### config.mk
export PLATFORM = sky130hd
export DESIGN_NAME = uart_frac_tx
export DESIGN_NICKNAME = d
export VERILOG_FILES = /design/src/rtl/uart_frac_tx.sv
export SDC_FILE = /design/constraint.sdc
export NUM_CORES = 1
export LEC_CHECK = 0
export ABC_AREA = 0
export CAP_MARGIN = 20
export CORE_MARGIN = 8
export CORE_UTILIZATION = 40
export CTS_BUF_LIST = sky130_fd_sc_hd__clkbuf_2 sky130_fd_sc_hd__clkbuf_4 sky130_fd_sc_hd__clkbuf_8
export DETAILED_ROUTE_END_ITERATION = 6
export GPL_ROUTABILITY_DRIVEN = 0
export GPL_TIMING_DRIVEN = 0
export PLACE_DENSITY = 0.54
export SLEW_MARGIN = 40
export SYNTH_ARGS = -nofsm -noshare
export SYNTH_HDL_FRONTEND = slang
export SYNTH_SLANG_ARGS = --single-unit
### constraint.sdc
create_clock -name clk -period 6.3 [get_ports clk]
set_clock_uncertainty 0.1 [all_clocks]
set_input_delay 1.26 -clock clk [delete_from_list [all_inputs] [get_ports clk]]
set_output_delay 1.26 -clock clk [all_outputs]
set_load 0.01 [all_outputs]
### src/rtl/uart_frac_tx.sv
module uart_frac_tx #(
  parameter int DATA_BITS = 8
) (
  input  logic                    clk,
  input  logic                    rst_n,
  input  logic                    tick,
  input  logic [DATA_BITS-1:0]    tx_data,
  input  logic                    tx_valid,
  output logic                    tx_ready,
  input  logic [3:0]              stop_code,
  input  logic signed [3:0]       stop_trim,
  output logic                    line_out
);

  localparam int TPB      = 16;
  localparam int TRIM_MAX = 4;
  localparam int STOP_MIN = 9;
  localparam int STOP_MAX = 32 + TRIM_MAX;
  localparam int LEN_W    = $clog2(STOP_MAX + 1);
  localparam int IDX_W    = (DATA_BITS > 1) ? $clog2(DATA_BITS) : 1;
  localparam logic [LEN_W-1:0] BIT_LAST = LEN_W'(TPB - 1);
  localparam logic [IDX_W-1:0] IDX_LAST = IDX_W'(DATA_BITS - 1);

  typedef enum logic [1:0] {S_IDLE, S_START, S_DATA, S_STOP} phase_t;

  phase_t                 phase;
  logic [LEN_W-1:0]       cnt;
  logic [IDX_W-1:0]       bit_idx;
  logic [DATA_BITS-1:0]   shreg;
  logic [LEN_W-1:0]       cur_len;
  logic                   pend;
  logic [DATA_BITS-1:0]   pend_data;
  logic [LEN_W-1:0]       pend_len;

  logic [LEN_W-1:0]       req_len;
  logic                   accept, stop_done, launch;
  logic [DATA_BITS-1:0]   src_data;
  logic [LEN_W-1:0]       src_len;

  always_comb begin
    int base, trim, sum;
    base = stop_code[3] ? 17 + int'(stop_code) : 9 + int'(stop_code);
    trim = int'(stop_trim);
    if (trim > TRIM_MAX)  trim = TRIM_MAX;
    if (trim < -TRIM_MAX) trim = -TRIM_MAX;
    sum = base + trim;
    if (sum < STOP_MIN) sum = STOP_MIN;
    req_len = LEN_W'(sum);
  end

  assign tx_ready  = !pend && (phase == S_IDLE || phase == S_STOP);
  assign accept    = tx_valid && tx_ready;
  assign stop_done = (phase == S_STOP) && (cnt == cur_len - 1'b1);
  assign launch    = tick && (phase == S_IDLE || stop_done) && (pend || accept);
  assign src_data  = pend ? pend_data : tx_data;
  assign src_len   = pend ? pend_len  : req_len;

  always_ff @(posedge clk) begin
    if (!rst_n) begin
      phase     <= S_IDLE;
      cnt       <= '0;
      bit_idx   <= '0;
      shreg     <= '0;
      cur_len   <= LEN_W'(STOP_MIN);
      pend      <= 1'b0;
      pend_data <= '0;
      pend_len  <= LEN_W'(STOP_MIN);
      line_out  <= 1'b1;
    end else begin
      if (accept && !launch) begin
        pend      <= 1'b1;
        pend_data <= tx_data;
        pend_len  <= req_len;
      end else if (launch) begin
        pend <= 1'b0;
      end

      if (launch) begin
        phase    <= S_START;
        cnt      <= '0;
        shreg    <= src_data;
        cur_len  <= src_len;
        line_out <= 1'b0;
      end else if (tick) begin
        case (phase)
          S_START: begin
            if (cnt == BIT_LAST) begin
              phase    <= S_DATA;
              cnt      <= '0;
              bit_idx  <= '0;
              line_out <= shreg[0];
            end else cnt <= cnt + 1'b1;
          end
          S_DATA: begin
            if (cnt == BIT_LAST) begin
              cnt <= '0;
              if (bit_idx == IDX_LAST) begin
                phase    <= S_STOP;
                line_out <= 1'b1;
              end else begin
                bit_idx  <= bit_idx + 1'b1;
                shreg    <= shreg >> 1;
                line_out <= shreg[1];
              end
            end else cnt <= cnt + 1'b1;
          end
          S_STOP: begin
            if (stop_done) begin
              phase <= S_IDLE;
              cnt   <= '0;
            end else cnt <= cnt + 1'b1;
          end
          default: ;
        endcase
      end
    end
  end

  p_idle_high_r1: assert property (@(posedge clk) disable iff (!rst_n)
    phase == S_IDLE |-> line_out);

  p_change_on_tick_r3: assert property (@(posedge clk) disable iff (!rst_n)
    (line_out != $past(line_out)) |-> $past(tick));

  p_start_low_r2: assert property (@(posedge clk) disable iff (!rst_n)
    (phase == S_START) |-> !line_out);

  p_stop_high_r2: assert property (@(posedge clk) disable iff (!rst_n)
    (phase == S_STOP) |-> line_out);

  p_stop_ceiling_r6: assert property (@(posedge clk) disable iff (!rst_n)
    (phase == S_STOP) |-> cur_len <= LEN_W'(STOP_MAX));

  p_stop_floor_r7: assert property (@(posedge clk) disable iff (!rst_n)
    (phase == S_STOP) |-> cur_len >= LEN_W'(STOP_MIN));

  p_ready_midframe_r9: assert property (@(posedge clk) disable iff (!rst_n)
    (phase == S_START || phase == S_DATA) |-> !tx_ready);

  p_accept_drops_ready_r9: assert property (@(posedge clk) disable iff (!rst_n)
    (tx_valid && tx_ready) |=> !tx_ready);

  p_back_to_back_r10: assert property (@(posedge clk) disable iff (!rst_n)
    (tick && stop_done && pend) |=> (phase == S_START && !line_out));

endmodule

### After elaboration in Yosys (flattened, before gate mapping)

Index checks and enable logic that the tools add are counted.

| cells by class | value |
|---|---|
| magnitude comparators | 3 |
| bitwise operators | 2 |
| equality and inequality tests | 16 |
| reductions and logical operators | 29 |
| $add $sub $neg | 6 |
| mux-type cells | 33 |

Operators by type and width:

| kind | count |
|---|---|
| 2-to-1 mux 32 bit | 2 |
| 2-to-1 mux 8 bit | 6 |
| adder 7 x 32 -> 32 bit | 1 |
| < comparator 32 x 3 -> 1 bit, second input constant | 1 |
| < comparator 32 x 5 -> 1 bit, second input constant | 1 |
| 2-to-1 mux 6 bit | 5 |
| AND reduction 6 bit | 3 |
| != test 2 bit, second input constant | 6 |
| != test 3 bit, second input constant | 4 |
| case mux 6 bit (2 select lines) | 1 |
| nonzero test 2 bit | 6 |
| 2-to-1 mux 1 bit | 9 |
| 2-to-1 mux 3 bit | 3 |
| 2-to-1 mux 2 bit | 4 |
| AND reduction 4 bit | 2 |
| adder 5 x 4 -> 6 bit, first input constant | 1 |
| adder 6 x 1 -> 6 bit, second input constant | 1 |
| equality test 6 x 4 -> 1 bit, second input constant | 1 |
| equality test 6 bit | 1 |
| logical AND 1 bit | 6 |
| case mux 2 bit (3 select lines) | 1 |
| case mux 3 bit (2 select lines) | 1 |
| nonzero test 3 bit | 2 |
| subtractor 6 x 1 -> 6 bit, second input constant | 1 |
| other kinds (14) | 20 |

| storage, ports and cells | value |
|---|---|
| register bits after elaboration | 41 |
| bits of input ports | 20 |
| output and inout bits | 2 |
| word-level logic and storage cells | 99 |

### Logic depth before layout (Yosys ltp)

| logic depth | value |
|---|---|
| depth in word-level cells | 9 |
| depth in mapped cells | 20 |
| depth with buffers taken out | 19 |

### Least setup slack after synthesis

Ideal clock, no wire load.

| timing | value |
|---|---|
| path kind | input port to flip-flop |
| start point | in stop_trim[3] |
| end point | reg cur_len[1] |
| path slack | 1.197 ns |
| buffers on the path | 2 |
| stages | 15 |
| data required time | 6.081 ns |
| setup time | 0.119 ns |
| arrival time | 4.885 ns |
| path through | clkbuf_1 clkbuf_1 ha_1 or3b_2 a21oi_1 a21oi_1 nand2b_1 ha_1 nor4b_1 nand2_1 a311oi_1 o21ai_0 a211oi_1 nor2_1 o221a_2 |

| on the way | value |
|---|---|
| longest elaborated chain between the ends | 8 |

RTL lines:

| element | RTL line | source |
|---|---|---|
| from (decl) | 11 | `input logic signed [3:0] stop_trim,` |
| > comparator 4 bit | 44 | `if (trim > TRIM_MAX) trim = TRIM_MAX;` |
| 2-to-1 mux 32 bit * | 44 |  |
| < comparator 32 x 3 -> 1 bit | 45 | `if (trim < -TRIM_MAX) trim = -TRIM_MAX;` |
| 2-to-1 mux 32 bit * | 45 |  |
| adder 7 x 32 -> 32 bit * | 46 | `sum = base + trim;` |
| < comparator 32 x 5 -> 1 bit | 47 | `if (sum < STOP_MIN) sum = STOP_MIN;` |
| 2-to-1 mux 6 bit * | 47 |  |
| 2-to-1 mux 6 bit * | 56 | `assign src_len = pend ? pend_len : req_len;` |
| to (signal assigned) | 64 | `cur_len <= LEN_W'(STOP_MIN);` |
| to (signal assigned) | 82 | `cur_len <= src_len;` |
| to (decl) | 30 | `logic [LEN_W-1:0] cur_len;` |

Every way passes the cells marked *; elsewhere a longest branch is shown, timed or not.
A chain may end at the register's enable or synchronous reset.

### Worst setup path after layout

Same ends and word-level chain as after synthesis.

==> flow_summary_export.csv <==
group,metric,value,unit
clocking,clk_pin_slew,80,ps
critical_path,crit_type,"in2reg",
sta,setup_viol,0,
place,dpl_cell_area,3280,um^2
die,die_y,102,um
run_status,status,"complete, no violations",
power,power.ir.vdd_worst,0.0000736,V
synth,avgSynthCellArea,8.08,um^2
drt,drt-initial-drc-count,85,
finish,fin_nets,442,
die,start_util,41.0,%
finish,diodes,0,
critical_path,critPathCaptureType,"flop",
synth,synth_top_area_share,27.9,%
place,placed_cells,484,
critical_path,cp.required,6390,ps
clocking,cts_tree,"built",
clocking,htreeDepth,2,
critical_path,crit_path_max_fanout,10,
synth,synth-seq-cells,41,
finish,final_cells,492,
synth,synth-main-ff-cell,"dfxtp_1",
global_routing,antenna_found_initial,0,
sta,setup_tns,0,ps
drt,dr.pass1.iters,4,
die,die_area,10400,um^2
clocking,holdBufCountCts,0,
global_routing,grt_util_all_layers,14.6,%
die,ios,22,
synth,async_flop_share,0,%
finish,drive_gt1_share,5.85,%
drt,num_vias,2701,
critical_path,cp.arrival,5930,ps
sta,rsz0062_at_grt,"false",
finish,design_area,3380,um^2
power,p_per_area,228,nW/um^2
clocking,cts_sinks,41,
clocking,cts_buffers,5,
place,numPortBuffers,21,
synth,synth_area_leaders,"dfxtp_1 28%, ha_1 12%, a21oi_1 4.4%",
drt,routed_wl,7.18,mm
synth,seq_area_frac_synth,27.9,%
sta,max_freq,0.171,GHz
sta,max_slew_margin,60.8,%
sta,worstMarginPinSlew,584,ps
drt,via_per_inst,5.49,
die,rows,31,
drt,drc,0,
finish,mostFrequentLayoutCell,"dfxtp_1",
sta,finalHoldViolCount,0,
clocking,cts_max_path_buffers,2,
synth,synth_fp_nets,414,
synth,yosys.cell_types.count,63,
sta,period_needed,5840,ps
place,dp_hpwl,5.42,mm
critical_path,cp-start-kind,"input port",
finish,area_delta_synth_final,14.8,%
drt,ant_nets,0,
clocking,cts_setup_buffers,0,
global_routing,grt_pass1_wl,12.3,mm
die,die_w,102,um
clocking,cts_root_buffer,"clkbuf_8",
synth,yosysWarnings,0,
synth,synth_cells,364,
run,drv_cap,0,
global_routing,overflow,0,
clocking,clk_latency,300,ps
clocking,ctsResizeCount,0,
finish,final_cell_mix,"41 x dfxtp_1, 33 x nor2_1, 30 x nand2_1, 29 x ha_1, 26 x a21oi_1",
sta,drv_slew,0,
synth,synth-edff-count,0,
sta,fin_crit_sh,92.7,%
power,p_leak,1.31,nW
synth,syn-cell-area,2940,um^2
drt,wire_per_inst,14.6,um
die,coreArea,7180,um^2
global_routing,grt_max_degree,15,
hold_path,holdCritPathClass,"reg2reg",
global_routing,grt_pass1_vias,2656,
power,p_total,0.000769,W
synth,yosys.area.top_type,"dfxtp_1",
==> cells in the mapped netlist, drive strengths merged, types with 3 or more instances <==
master and count:
dfxtp 41, o211ai 4, ha 29, a221o 7, xor2 4, nand4 3, nand3b 4, xnor2 7
a211oi 5, nand2b 7, o21ai 24, nand2 30, nor2 33, and3 8, o2111ai 3, buf 6
inv 17, nor3 8, mux2i 7, nand3 21, a21o 5, clkbuf 15, nor4b 3, a21oi 26
o22ai 3, or2 3
==> report_power, final <==
group          total, W  switching, W  internal [W]
sequential     0.000310     0.0000225      0.000288
clock          0.000187     0.0000984     0.0000890
combinational  0.000272      0.000155      0.000117
==> cell families after synthesis <==
family                   Yosys count  synth area share (%)
buffers and inverters             38                  5.40
AO/OA/AOI/OAI                    102                  24.7
XOR/XNOR                          11                  3.27
flip-flops                        41                  27.9
adder cells (fa/ha/maj)           30                  13.0
multiplexers                       7                  2.38
AND/OR/NAND/NOR                  135                  23.3
==> path summary, 6_finish.rpt <==
kind / from / endpoint / slack (ps) / cells after the start
max: stop_trim[3] / cur_len[1] / 460 / 19
min reg2reg: pend_len[2] / pend_len[2] / 370 / 2
max reg2reg: cur_len[0] / shreg[4] / 3340 / 10
min: pend_len[2] / pend_len[2] / 370 / 2
==> critical path: stages <==
cell,delay [ps]
clkdlybuf4s50_1,470
clkbuf_1,360
xnor2_1,140
nand2_1,130
inv_1,60
ha_1,260
a211oi_1,70
or3b_2,500
a21oi_1,410
a21oi_1,220
nand2b_1,190
ha_1,190
nor4b_1,300
nand2_1,140
a311oi_1,300
o21ai_0,170
a211oi_2,430
nor2_1,80
o221a_2,250
==> registers in the layout, indices dropped and copies added, names as in the netlist <==
register,flops
bit_idx,3
cnt,6
cur_len,6
line_out,1
pend,1
pend_data,8
pend_len,6
phase,2
shreg,8
==> metal layers <==
| metal | vias up | global-route usage [%] | share of wire (%) |
|---|---|---|---|
| met3 | 6 | 2.47 | 2.2 |
| li1 | 1389 | - | - |
| met1 | 1277 | 17.3 | 47 |
| met5 | - | 0 | 0 |
| met2 | 29 | 26.2 | 50 |
| met4 | 0 | 3.89 | 1.0 |
==> final cells by class <==
cell class | count | area, um^2
clock inverters | 2 | 13.8
plain buffers | 21 | 96.3
multi-input cells | 285 | 1970
flip-flops and latches | 41 | 821
well taps | 99 | 124
clock buffers | 6 | 82.6
repair buffers | 21 | 210
inverters | 17 | 63.8
fillers | 726 | 3800
==> stage by stage <==
| step | setup WS [ps] | utilization (%) | hold slack, ps |
|---|---|---|---|
| 2_1_floorplan | 1200 | - | 329 |
| 3_3_place_gp | -83.7 | 45.7 | 343 |
| 3_5_place_dp | -216 | 45.7 | 354 |
| 4_1_cts | 76.4 | 47.0 | 366 |
| 5_1_grt | 28.7 | 47.1 | 377 |
| 6_report | 460 | 47.1 | 366 |
Note: power is estimated with default switching activity, not from simulation.
